$ cat src/rtl/gpio_padcfg_pkg.sv
package gpio_padcfg_pkg;
    localparam int DRV_BIT   = 0;
    localparam int IN_BIT    = 1;
    localparam int TXDIS_BIT = 3;
    localparam int RXDIS_BIT = 4;
    localparam int TRIG_LSB  = 22;
    localparam int TRIG_W    = 4;

    typedef struct packed {
        logic [TRIG_W-1:0] trig;
        logic              rxdis;
        logic              txdis;
        logic              drv;
    } pad_cfg_t;

    localparam pad_cfg_t PAD_CFG_RST = '{trig: 4'd2, rxdis: 1'b0, txdis: 1'b1, drv: 1'b0};

    function automatic pad_cfg_t cfg_from_word(input logic [31:0] w);
        pad_cfg_t c;
        c.drv   = w[DRV_BIT];
        c.txdis = w[TXDIS_BIT];
        c.rxdis = w[RXDIS_BIT];
        c.trig  = w[TRIG_LSB +: TRIG_W];
        return c;
    endfunction

    function automatic logic [31:0] word_from_cfg(input pad_cfg_t c, input logic in_lvl);
        logic [31:0] w;
        w = '0;
        w[DRV_BIT]             = c.drv;
        w[IN_BIT]              = in_lvl;
        w[TXDIS_BIT]           = c.txdis;
        w[RXDIS_BIT]           = c.rxdis;
        w[TRIG_LSB +: TRIG_W]  = c.trig;
        return w;
    endfunction
endpackage

$ cat src/rtl/gpio_sync2.sv
module gpio_sync2 #(
    parameter int W = 8
) (
    input  logic         clk,
    input  logic         rst_n,
    input  logic [W-1:0] din,
    output logic [W-1:0] dout
);
    logic [W-1:0] meta_q;
    logic [W-1:0] stab_q;

    always_ff @(posedge clk or negedge rst_n) begin
        if (!rst_n) begin
            meta_q <= '0;
            stab_q <= '0;
        end else begin
            meta_q <= din;
            stab_q <= meta_q;
        end
    end

    assign dout = stab_q;
endmodule

$ cat src/rtl/gpio_pad_cell.sv
module gpio_pad_cell
    import gpio_padcfg_pkg::*;
(
    input  logic     clk,
    input  logic     rst_n,
    input  logic     wr_en,
    input  pad_cfg_t wr_cfg,
    input  logic     locked,
    output pad_cfg_t cfg
);
    pad_cfg_t cfg_q;

    always_ff @(posedge clk or negedge rst_n) begin
        if (!rst_n)
            cfg_q <= PAD_CFG_RST;
        else if (wr_en)
            cfg_q <= wr_cfg;
    end

    assign cfg = cfg_q;

    AST_LOCK_HOLDS: assert property (@(posedge clk) disable iff (!rst_n)
        locked |=> $stable(cfg_q));
    AST_WRITE_LANDS: assert property (@(posedge clk) disable iff (!rst_n)
        wr_en |=> (cfg_q == $past(wr_cfg)));
endmodule

$ cat src/rtl/gpio_padcfg_bank.sv
module gpio_padcfg_bank
    import gpio_padcfg_pkg::*;
#(
    parameter int NUM_PINS = 128,
    parameter int ADDR_W   = 12,
    parameter int PAD_BASE = 32'h100,
    parameter int LOCK_OFS = 32'h04,
    parameter logic [NUM_PINS-1:0] LOCK_INIT =
        {32'h8000_0001, 32'h0000_00F0, 32'h0000_0000, 32'h0000_0003}
) (
    input  logic                     clk,
    input  logic                     rst_n,
    input  logic [ADDR_W-1:0]        bus_addr,
    input  logic                     bus_wr,
    input  logic [31:0]              bus_wdata,
    input  logic                     bus_rd,
    output logic [31:0]              bus_rdata,
    output logic                     bus_rvalid,
    input  logic [NUM_PINS-1:0]      pin_in,
    output logic [NUM_PINS-1:0]      pin_oe,
    output logic [NUM_PINS-1:0]      pin_out,
    output logic [TRIG_W*NUM_PINS-1:0] pin_trig
);
    localparam int PIN_W      = (NUM_PINS > 1) ? $clog2(NUM_PINS) : 1;
    localparam int LOCK_WORDS = (NUM_PINS + 31) / 32;
    localparam int LW_W       = (LOCK_WORDS > 1) ? $clog2(LOCK_WORDS) : 1;
    localparam int PAD_END    = PAD_BASE + 4 * NUM_PINS;
    localparam int LOCK_END   = LOCK_OFS + 4 * LOCK_WORDS;

    typedef enum logic {ST_IDLE, ST_RESP} rd_state_t;
    rd_state_t state_q, state_nx;

    logic [31:0]         addr_ext;
    logic                ptr_hit, lock_hit, pad_hit, map_hit;
    logic [PIN_W-1:0]    pin_idx;
    logic [LW_W-1:0]     lock_idx;
    logic [31:0]         lock_word [LOCK_WORDS];
    logic [NUM_PINS-1:0] in_sync;
    pad_cfg_t            cfg [NUM_PINS];
    pad_cfg_t            wr_cfg;
    logic [31:0]         rd_word;
    logic [31:0]         rdata_q;
    logic                unused_wdata;

    assign addr_ext  = 32'(bus_addr);
    assign ptr_hit   = (addr_ext[31:2] == 30'd0);
    assign lock_hit  = (addr_ext >= 32'(LOCK_OFS)) && (addr_ext < 32'(LOCK_END));
    assign pad_hit   = (addr_ext >= 32'(PAD_BASE)) && (addr_ext < 32'(PAD_END));
    assign map_hit   = ptr_hit | lock_hit | pad_hit;
    assign pin_idx   = PIN_W'((addr_ext - 32'(PAD_BASE)) >> 2);
    assign lock_idx  = LW_W'((addr_ext - 32'(LOCK_OFS)) >> 2);
    assign wr_cfg    = cfg_from_word(bus_wdata);
    assign unused_wdata = ^{bus_wdata[31:26], bus_wdata[21:5], bus_wdata[2:1]};

    always_comb begin
        for (int w = 0; w < LOCK_WORDS; w++) begin
            lock_word[w] = '0;
            for (int b = 0; b < 32; b++)
                if (w * 32 + b < NUM_PINS)
                    lock_word[w][b] = LOCK_INIT[w * 32 + b];
        end
    end

    gpio_sync2 #(.W(NUM_PINS)) u_sync (
        .clk  (clk),
        .rst_n(rst_n),
        .din  (pin_in),
        .dout (in_sync)
    );

    for (genvar p = 0; p < NUM_PINS; p++) begin : g_pad
        logic sel_wr;
        assign sel_wr = bus_wr && pad_hit && (pin_idx == PIN_W'(p)) && !LOCK_INIT[p];

        gpio_pad_cell u_cell (
            .clk   (clk),
            .rst_n (rst_n),
            .wr_en (sel_wr),
            .wr_cfg(wr_cfg),
            .locked(LOCK_INIT[p]),
            .cfg   (cfg[p])
        );

        assign pin_oe[p]                   = ~cfg[p].txdis;
        assign pin_out[p]                  = cfg[p].drv;
        assign pin_trig[TRIG_W*p +: TRIG_W] = cfg[p].trig;
    end

    always_comb begin
        rd_word = '0;
        if (ptr_hit)
            rd_word = 32'(PAD_BASE);
        else if (lock_hit)
            rd_word = lock_word[lock_idx];
        else if (pad_hit)
            rd_word = word_from_cfg(cfg[pin_idx], in_sync[pin_idx]);
    end

    // read response state register
    always_ff @(posedge clk or negedge rst_n) begin
        if (!rst_n)
            state_q <= ST_IDLE;
        else
            state_q <= state_nx;
    end

    always_comb begin
        state_nx = state_q;
        unique case (state_q)
            ST_IDLE: state_nx = bus_rd ? ST_RESP : ST_IDLE;
            ST_RESP: state_nx = bus_rd ? ST_RESP : ST_IDLE;
            default: state_nx = ST_IDLE;
        endcase
    end

    always_ff @(posedge clk or negedge rst_n) begin
        if (!rst_n)
            rdata_q <= '0;
        else if (bus_rd)
            rdata_q <= rd_word;
    end

    // outputs of the response machine
    always_comb begin
        bus_rvalid = 1'b0;
        bus_rdata  = '0;
        unique case (state_q)
            ST_IDLE: ;
            ST_RESP: begin
                bus_rvalid = 1'b1;
                bus_rdata  = rdata_q;
            end
            default: ;
        endcase
    end

    AST_RD_VALID_NEXT: assert property (@(posedge clk) disable iff (!rst_n)
        bus_rd |=> bus_rvalid);
    AST_NO_STRAY_VALID: assert property (@(posedge clk) disable iff (!rst_n)
        !bus_rd |=> !bus_rvalid);
    AST_UNMAPPED_ZERO: assert property (@(posedge clk) disable iff (!rst_n)
        (bus_rd && !map_hit) |=> (bus_rdata == 32'd0));
    AST_PTR_VALUE: assert property (@(posedge clk) disable iff (!rst_n)
        (bus_rd && ptr_hit) |=> (bus_rdata == 32'(PAD_BASE)));
endmodule

$ cat config.mk
export PLATFORM = sky130hd
export DESIGN_NAME = gpio_padcfg_bank
export DESIGN_NICKNAME = d
export VERILOG_FILES = /design/src/rtl/gpio_padcfg_pkg.sv /design/src/rtl/gpio_sync2.sv /design/src/rtl/gpio_pad_cell.sv /design/src/rtl/gpio_padcfg_bank.sv
export SDC_FILE = /design/constraint.sdc
export NUM_CORES = 2
export LEC_CHECK = 0
export BUFFER_PORTS_ARGS = -buffer_cell sky130_fd_sc_hd__buf_2
export CORE_AREA = 2 2 383 385
export DETAILED_ROUTE_END_ITERATION = 8
export DIE_AREA = 0 0 385 387
export GPL_TIMING_DRIVEN = 0
export SLEW_MARGIN = 40
export SYNTH_ARGS = -nofsm -noshare
export SYNTH_HDL_FRONTEND = slang
export SYNTH_SLANG_ARGS = --single-unit
$ cat constraint.sdc
create_clock -name clk -period 3 [get_ports clk]
set_input_delay 0.15 -clock clk [delete_from_list [all_inputs] [get_ports clk]]
set_output_delay 0.15 -clock clk [all_outputs]
set_load 0.03 [all_outputs]
; ---- Word-level counts from Yosys, hierarchy flattened
; Index checks and enable logic that the tools add are counted.
[op_classes]
shift = 0
div = 0
n_reduce_logical = 124
mux = 14
add_sub_neg = 2
mul = 0
eq_ne = 120
magnitude_cmp = 7
bitwise = 122
[op_table]
columns = cell, count
row1 = "equality test 7 bit, second input constant", 58
row2 = "equality test 7 x 6 -> 1 bit, second input constant", 32
row3 = two-way mux 32 bit, 5
row4 = logical AND 1 bit, 123
row5 = inverter 1 bit, 120
row6 = "equality test 7 x 5 -> 1 bit, second input constant", 16
row7 = binary-select mux 32 bit (select 2 bit), 1
row8 = "equality test 7 x 4 -> 1 bit, second input constant", 8
row9 = binary-select mux 7 bit (select 7 bit), 1
row10 = logical NOT 30 bit, 1
row11 = "equality test 7 x 3 -> 1 bit, second input constant", 4
row12 = two-way mux 26 bit, 1
row13 = "equality test 7 x 2 -> 1 bit, second input constant", 2
row14 = two-way mux 7 bit, 2
row15 = "greater-or-equal comparator 12 x 3 -> 1 bit, second input constant", 1
row16 = "greater-or-equal comparator 12 x 9 -> 1 bit, second input constant", 1
row17 = "< comparator 12 x 10 -> 1 bit, second input constant", 1
row18 = "< comparator 12 x 5 -> 1 bit, second input constant", 1
row19 = "subtractor 9 bit, second input constant", 1
row20 = "greater-or-equal comparator 8 bit, second input constant", 1
row21 = "< comparator 7 x 8 -> 1 bit, second input constant", 1
row22 = inverter 7 -> 8 bit, 1
row23 = binary-select mux 1 bit (select 7 bit), 1
row24 = "subtractor 4 x 3 -> 4 bit, second input constant", 1
row25 = 3 further kinds, 5
[totals]
input_bits = 176
reg_bits = 1129
latch_bits = 0
mem_count = 0
word_cells = 873
romBits = 0
out_inout_bits = 801
ramBits = 0

; ---- Longest topological paths before layout
[depth]
ltp_word = 8
depth_mapped = 11

; ---- Hierarchy
; From an unflattened synthesis, not the netlist that was laid out.
[hier_totals]
hier_cells = 3201
area_unflattened_um2 = 54616.1
[by_module_without_submodules]
columns = module, cells_each, area_per_inst_um2, seq_area_each_um2, instances
row1 = gpio_pad_cell, 15, 294.0, 177.7, 128
row2 = gpio_padcfg_bank, 1025, 10573.9, 300.3, 1
row3 = gpio_sync2, 256, 6406.1, 6406.1, 1

; ---- Worst setup path before layout
; OpenSTA, ideal clock, no wires.
[synth_timing]
kind = input-to-reg
from = input bus_addr[2]
to = register rdata_q[0]
cell_stages = 9
required_ns = 2.866
n_path_buf = 3
t_arrival_ns = 2.064
path_slack_ns = 0.802
setup_time_ns = 0.134
path_cell_list = buf_2 -> buf_6 -> buf_2 -> mux4_2 -> mux2_2 -> a32oi_1 -> nor2_1 -> a2111oi_0 -> o21ai_0
[synth_between]
elab_chain_len = 8
elab_cells_between_ends = 20
classes_between = 2 x add/sub / 4 x order compare / 9 x mux / 2 x bitwise / 3 x reduce/logical
[synth_rtl]
columns = item, line_no
row1 = "start, declared", gpio_padcfg_bank.sv:13  ; input logic [ADDR_W-1:0] bus_addr,
row2 = subtractor 9 bit, gpio_padcfg_bank.sv:50  ; assign pin_idx = PIN_W'((addr_ext - 32'(PAD_BASE)) >> 2);
row3 = inverter 7 -> 8 bit (implied by the code), gpio_padcfg_bank.sv:96  ; rd_word = word_from_cfg(cfg[pin_idx], in_sync[pin_idx]);
row4 = binary-select mux 7 bit (select 7 bit), gpio_padcfg_bank.sv:96
row5 = two-way mux 7 bit (implied by the code) (2 in series), gpio_padcfg_bank.sv:96
row6 = two-way mux 26 bit, gpio_padcfg_bank.sv:95  ; else if (pad_hit)
row7 = two-way mux 32 bit, gpio_padcfg_bank.sv:93  ; else if (lock_hit)
row8 = two-way mux 32 bit (*), gpio_padcfg_bank.sv:91  ; if (ptr_hit)
row9 = "end signal, assigned", gpio_padcfg_bank.sv:120  ; rdata_q <= rd_word;
row10 = "end, declared", gpio_padcfg_bank.sv:42  ; logic [31:0] rdata_q;
; Mark *: on every way between the ends. The rest lies on a longest branch, timed or not. The select of a mux whose other input is x is not followed.
; A chain may end at the register's enable or synchronous reset.

; ---- Worst setup path in the final report
[layout_timing]
from = input bus_addr[4]
to = register rdata_q[0]
; The elaborated chain is that of the path after synthesis.

==> results.toml <==
[run_status]
status = "finished, violations left"
violations = "negative setup slack"

[cts]
cts.reportedPaths.clkPinSlew_ns = 0.06
clock_path_buffers = 3
worstSkewPairLatency_ns = 0.79
numCtsBuffers = 119
cts_setup_buffers = 0
cts_tree = "built"
htree_levels = 3
cts_num_sinks = 1108
clockRootBuffer = "clkbuf_16"

[synthesis]
synthArstFlopShare_pct = 100.0
synthSimpleGateAreaFrac_pct = 4.702
ys_top_cells_by_count = "dfrtp_1 (868), mux2_2 (850), buf_4 (692), dfstp_2 (240), mux4_2 (182)"
avgSynthCellArea_sq_um = 14.06
synth-adder-area-share_pct = 0
synth_top_cell_area_share_pct = 40.55
synth_top_family_by_area = "multiplexers"
syn-cell-area_sq_um = 53570
ys_ff_latch = 1108
synth_edf_count = 0
yosysMostFrequentCell = "dfrtp_1"
ys_warn_count = 0
synth.top_cells.by_area = "dfrtp_1 (41%), mux2_2 (18%), dfstp_2 (12%)"
dominantRegCellSynth = "dfrtp_1"
synth_xor_xnor_area_share_pct = 0.01635
seq_area_frac_synth_pct = 52.32
synth_top_cell_by_area = "dfrtp_1"
synth_compound_area_share_pct = 2.527
yosys-mux-area-fraction_pct = 28.24
yosysUniqueCellTypes = 70
netlist_instances = 3811

[power]
internal-power_mw = 25.66
p_leak_nw = 33.62
power_mw = 35.25
p_switching_mw = 9.598
p_sw_share_pct = 27.22
vdd_drop_max_v = 0.0004961
comb_power_share_pct = 11.1
pwr_density_cell_nw_per_um2 = 517.2
seqPwrFrac_pct = 44.2
power_frac_clock_pct = 44.7

[drt]
drt-total-wl_mm = 267.7
drt-wirelength-per-cell_um = 37.28
viasPerCell = 5.494
route.detailed.drc = 0
antenna_left = 0
drt_iter0_drc = 4300
drtPass1Iterations = 6
vias = 39450

[timing]
setup_slack_ns = -0.2202
finalSetupViolCount = 5
hold_viol_final = 0
fmax_mhz = 310.5
fin_skew_ns = 0.05353
hold_slack_ns = 0.02984
slew_headroom_pct = 33.57
min_period_ns = 3.220
worstMarginPinSlew_ns = 0.9964
slew_viol_final = 0
rsz0062_at_grt = "no"
fin_crit_sh_pct = 107.3

[worst_setup_path]
crit_type = "input pin to flop"
crit_path_start = "bus_addr[4]"
r2r_setup_slack_ns = 0.13
critPathLaunchType = "input pin"
crit_required_ns = 3.64
r2r_cells = 6
cp.arrival_ns = 3.86
slowest_stage = "clkbuf_2"
cpMostUsedCell = "buf_4"
reg2reg_to = "rdata_q[0]$_DFFE_PN0P_"
critPathMaxStageDelay_ns = 0.63
crit_end = "rdata_q[0]$_DFFE_PN0P_"
path_max_fanout = 10
crit_chain = "buf_2 > buf_4 > buf_4 > buf_4 > buf_2 > clkbuf_2 > a211oi_1 > o41ai_2 > o21ai_0"
critPathCaptureType = "flop"
timing.rr.start = "g_pad[52].u_cell.cfg[0]$_DFFE_PN0P_"

[min_path]
holdCritStartpoint = "pin_in[26]"
holdCritPathClass = "input pin to flop"

[global_routing]
grt_pass1_vias = 38730
grt_start_max_net_pins = 117
antenna_found_initial = 39
grt.overflow.total = 0
grt_use_total_pct = 35.12
grt_pass1_wl_mm = 349.6

[placed_design]
gp_congestion = 0.9868
dpl_worst_slack_ns = -2.094
dp_hpwl_mm = 198.0
placed_area_sq_um = 61260
io_buffers = 872

[floorplanning]
io_pins = 977
die_w_um = 385
rows = 140
start_util_pct = 36.98
coreArea_sq_um = 144900
die_h_um = 387
die_area_sq_um = 149000

[cells_and_area]
final_area_sq_um = 68170
area_growth_pct = 27.24
multiInputGateArea_sq_um = 19360
layout-drive-gt1-share_pct = 63.50
seqCellArea_sq_um = 28030
nets = 5322
fillers = 13010

[flow_run]
drv_cap = 0
worst max-delay path, delay by kind of cell:
| kind | cells | cell delay, ns |
|---|---|---|
| compound gates | 3 | 1.11 |
| buf+inv | 6 | 2.58 |
cell type report:
cell class	instances	share of cell area (%)
Multi-Input combinational cell	1760	28.41
Inverter	130	0.7158
Clock buffer	180	5.073
Tap cell	1917	3.519
Clock inverter	45	0.9545
Antenna cell	14	0.05139
Sequential cell	1108	41.12
Timing Repair Buffer	1149	11.00
Buffer	878	9.168
layout by cell type, fill, tap and decap left out, types with 105 or more instances in the layout:
| cell type | count |
|---|---|
| dfrtp_1 | 868 |
| dlygate4sd3_1 | 253 |
| buf_4 | 701 |
| mux4_2 | 182 |
| mux2i_1 | 112 |
| buf_2 | 901 |
| nor2_4 | 119 |
| clkbuf_16 | 120 |
| dfstp_2 | 240 |
| clkbuf_1 | 105 |
| inv_1 | 128 |
| mux2_2 | 850 |
flip-flops by register name, indices dropped and copies added, names as in the netlist:
register / flops
u_sync.dout: 128
u_sync.meta_q: 128
state_q: 1
rdata_q: 11
g_pad.u_cell.cfg: 840
power by group through the flow:
stage	logic (mW)	clock network, mW	registers (mW)
global placement	3.43	0	15.8
finish	3.93	15.7	15.6
floorplan	1.72	0	15.7
detailed placement	3.54	0	15.8
global route	4.01	16.4	15.6
CTS	3.83	15.8	15.6
cell families (layout without fill, tap and decap cells):
group	count (synthesis)	after routing
AO/OA/AOI/OAI	192	192
XOR/XNOR	1	1
buffers and inverters	1008	2382
flip-flops	1108	1108
multiplexers	1173	1173
other	2	81
AND/OR/NAND/NOR	327	327
per-stage QoR:
step | utilization, % | TNS, ns | std cells
6_report | 47.06 | -0.3925 | 7181
2_1_floorplan | - | 0 | 3876
4_1_cts | 47.00 | -0.02278 | 7167
5_1_grt | 47.03 | 0 | 7168
3_3_place_gp | 41.82 | - | 6665
3_5_place_dp | 42.29 | -498.66 | 6688
worst min-delay path by stage:
stage,slack [ns],end,depth (start not counted)
final,0.03,u_sync.meta_q[26]$_DFF_PN0_,2
after global routing,0.01,u_sync.meta_q[0]$_DFF_PN0_,2
after CTS,0.0005,u_sync.meta_q[0]$_DFF_PN0_,2
after detailed placement,0.10,u_sync.meta_q[5]$_DFF_PN0_,1
after global placement,0.26,u_sync.meta_q[18]$_DFF_PN0_,1
after floorplan,-0.15,g_pad[100].u_cell.cfg[0]$_DFFE_PN0P_,0
layer usage:
| layer | global-route usage, % | part of all wire (%) |
|---|---|---|
| met5 | 0 | 0.044 |
| met4 | 16.99 | 5.8 |
| met3 | 11.20 | 10 |
| met2 | 54.20 | 45 |
| met1 | 44.44 | 39 |
timing repair:
action,4_1_cts,5_1_grt
setup endpoints to repair,71,16
gates resized for setup,47,9
hold buffers,254,0
hold endpoints to repair,514,0
pin swaps,0,1
Note: power is estimated with default switching activity, not from simulation.
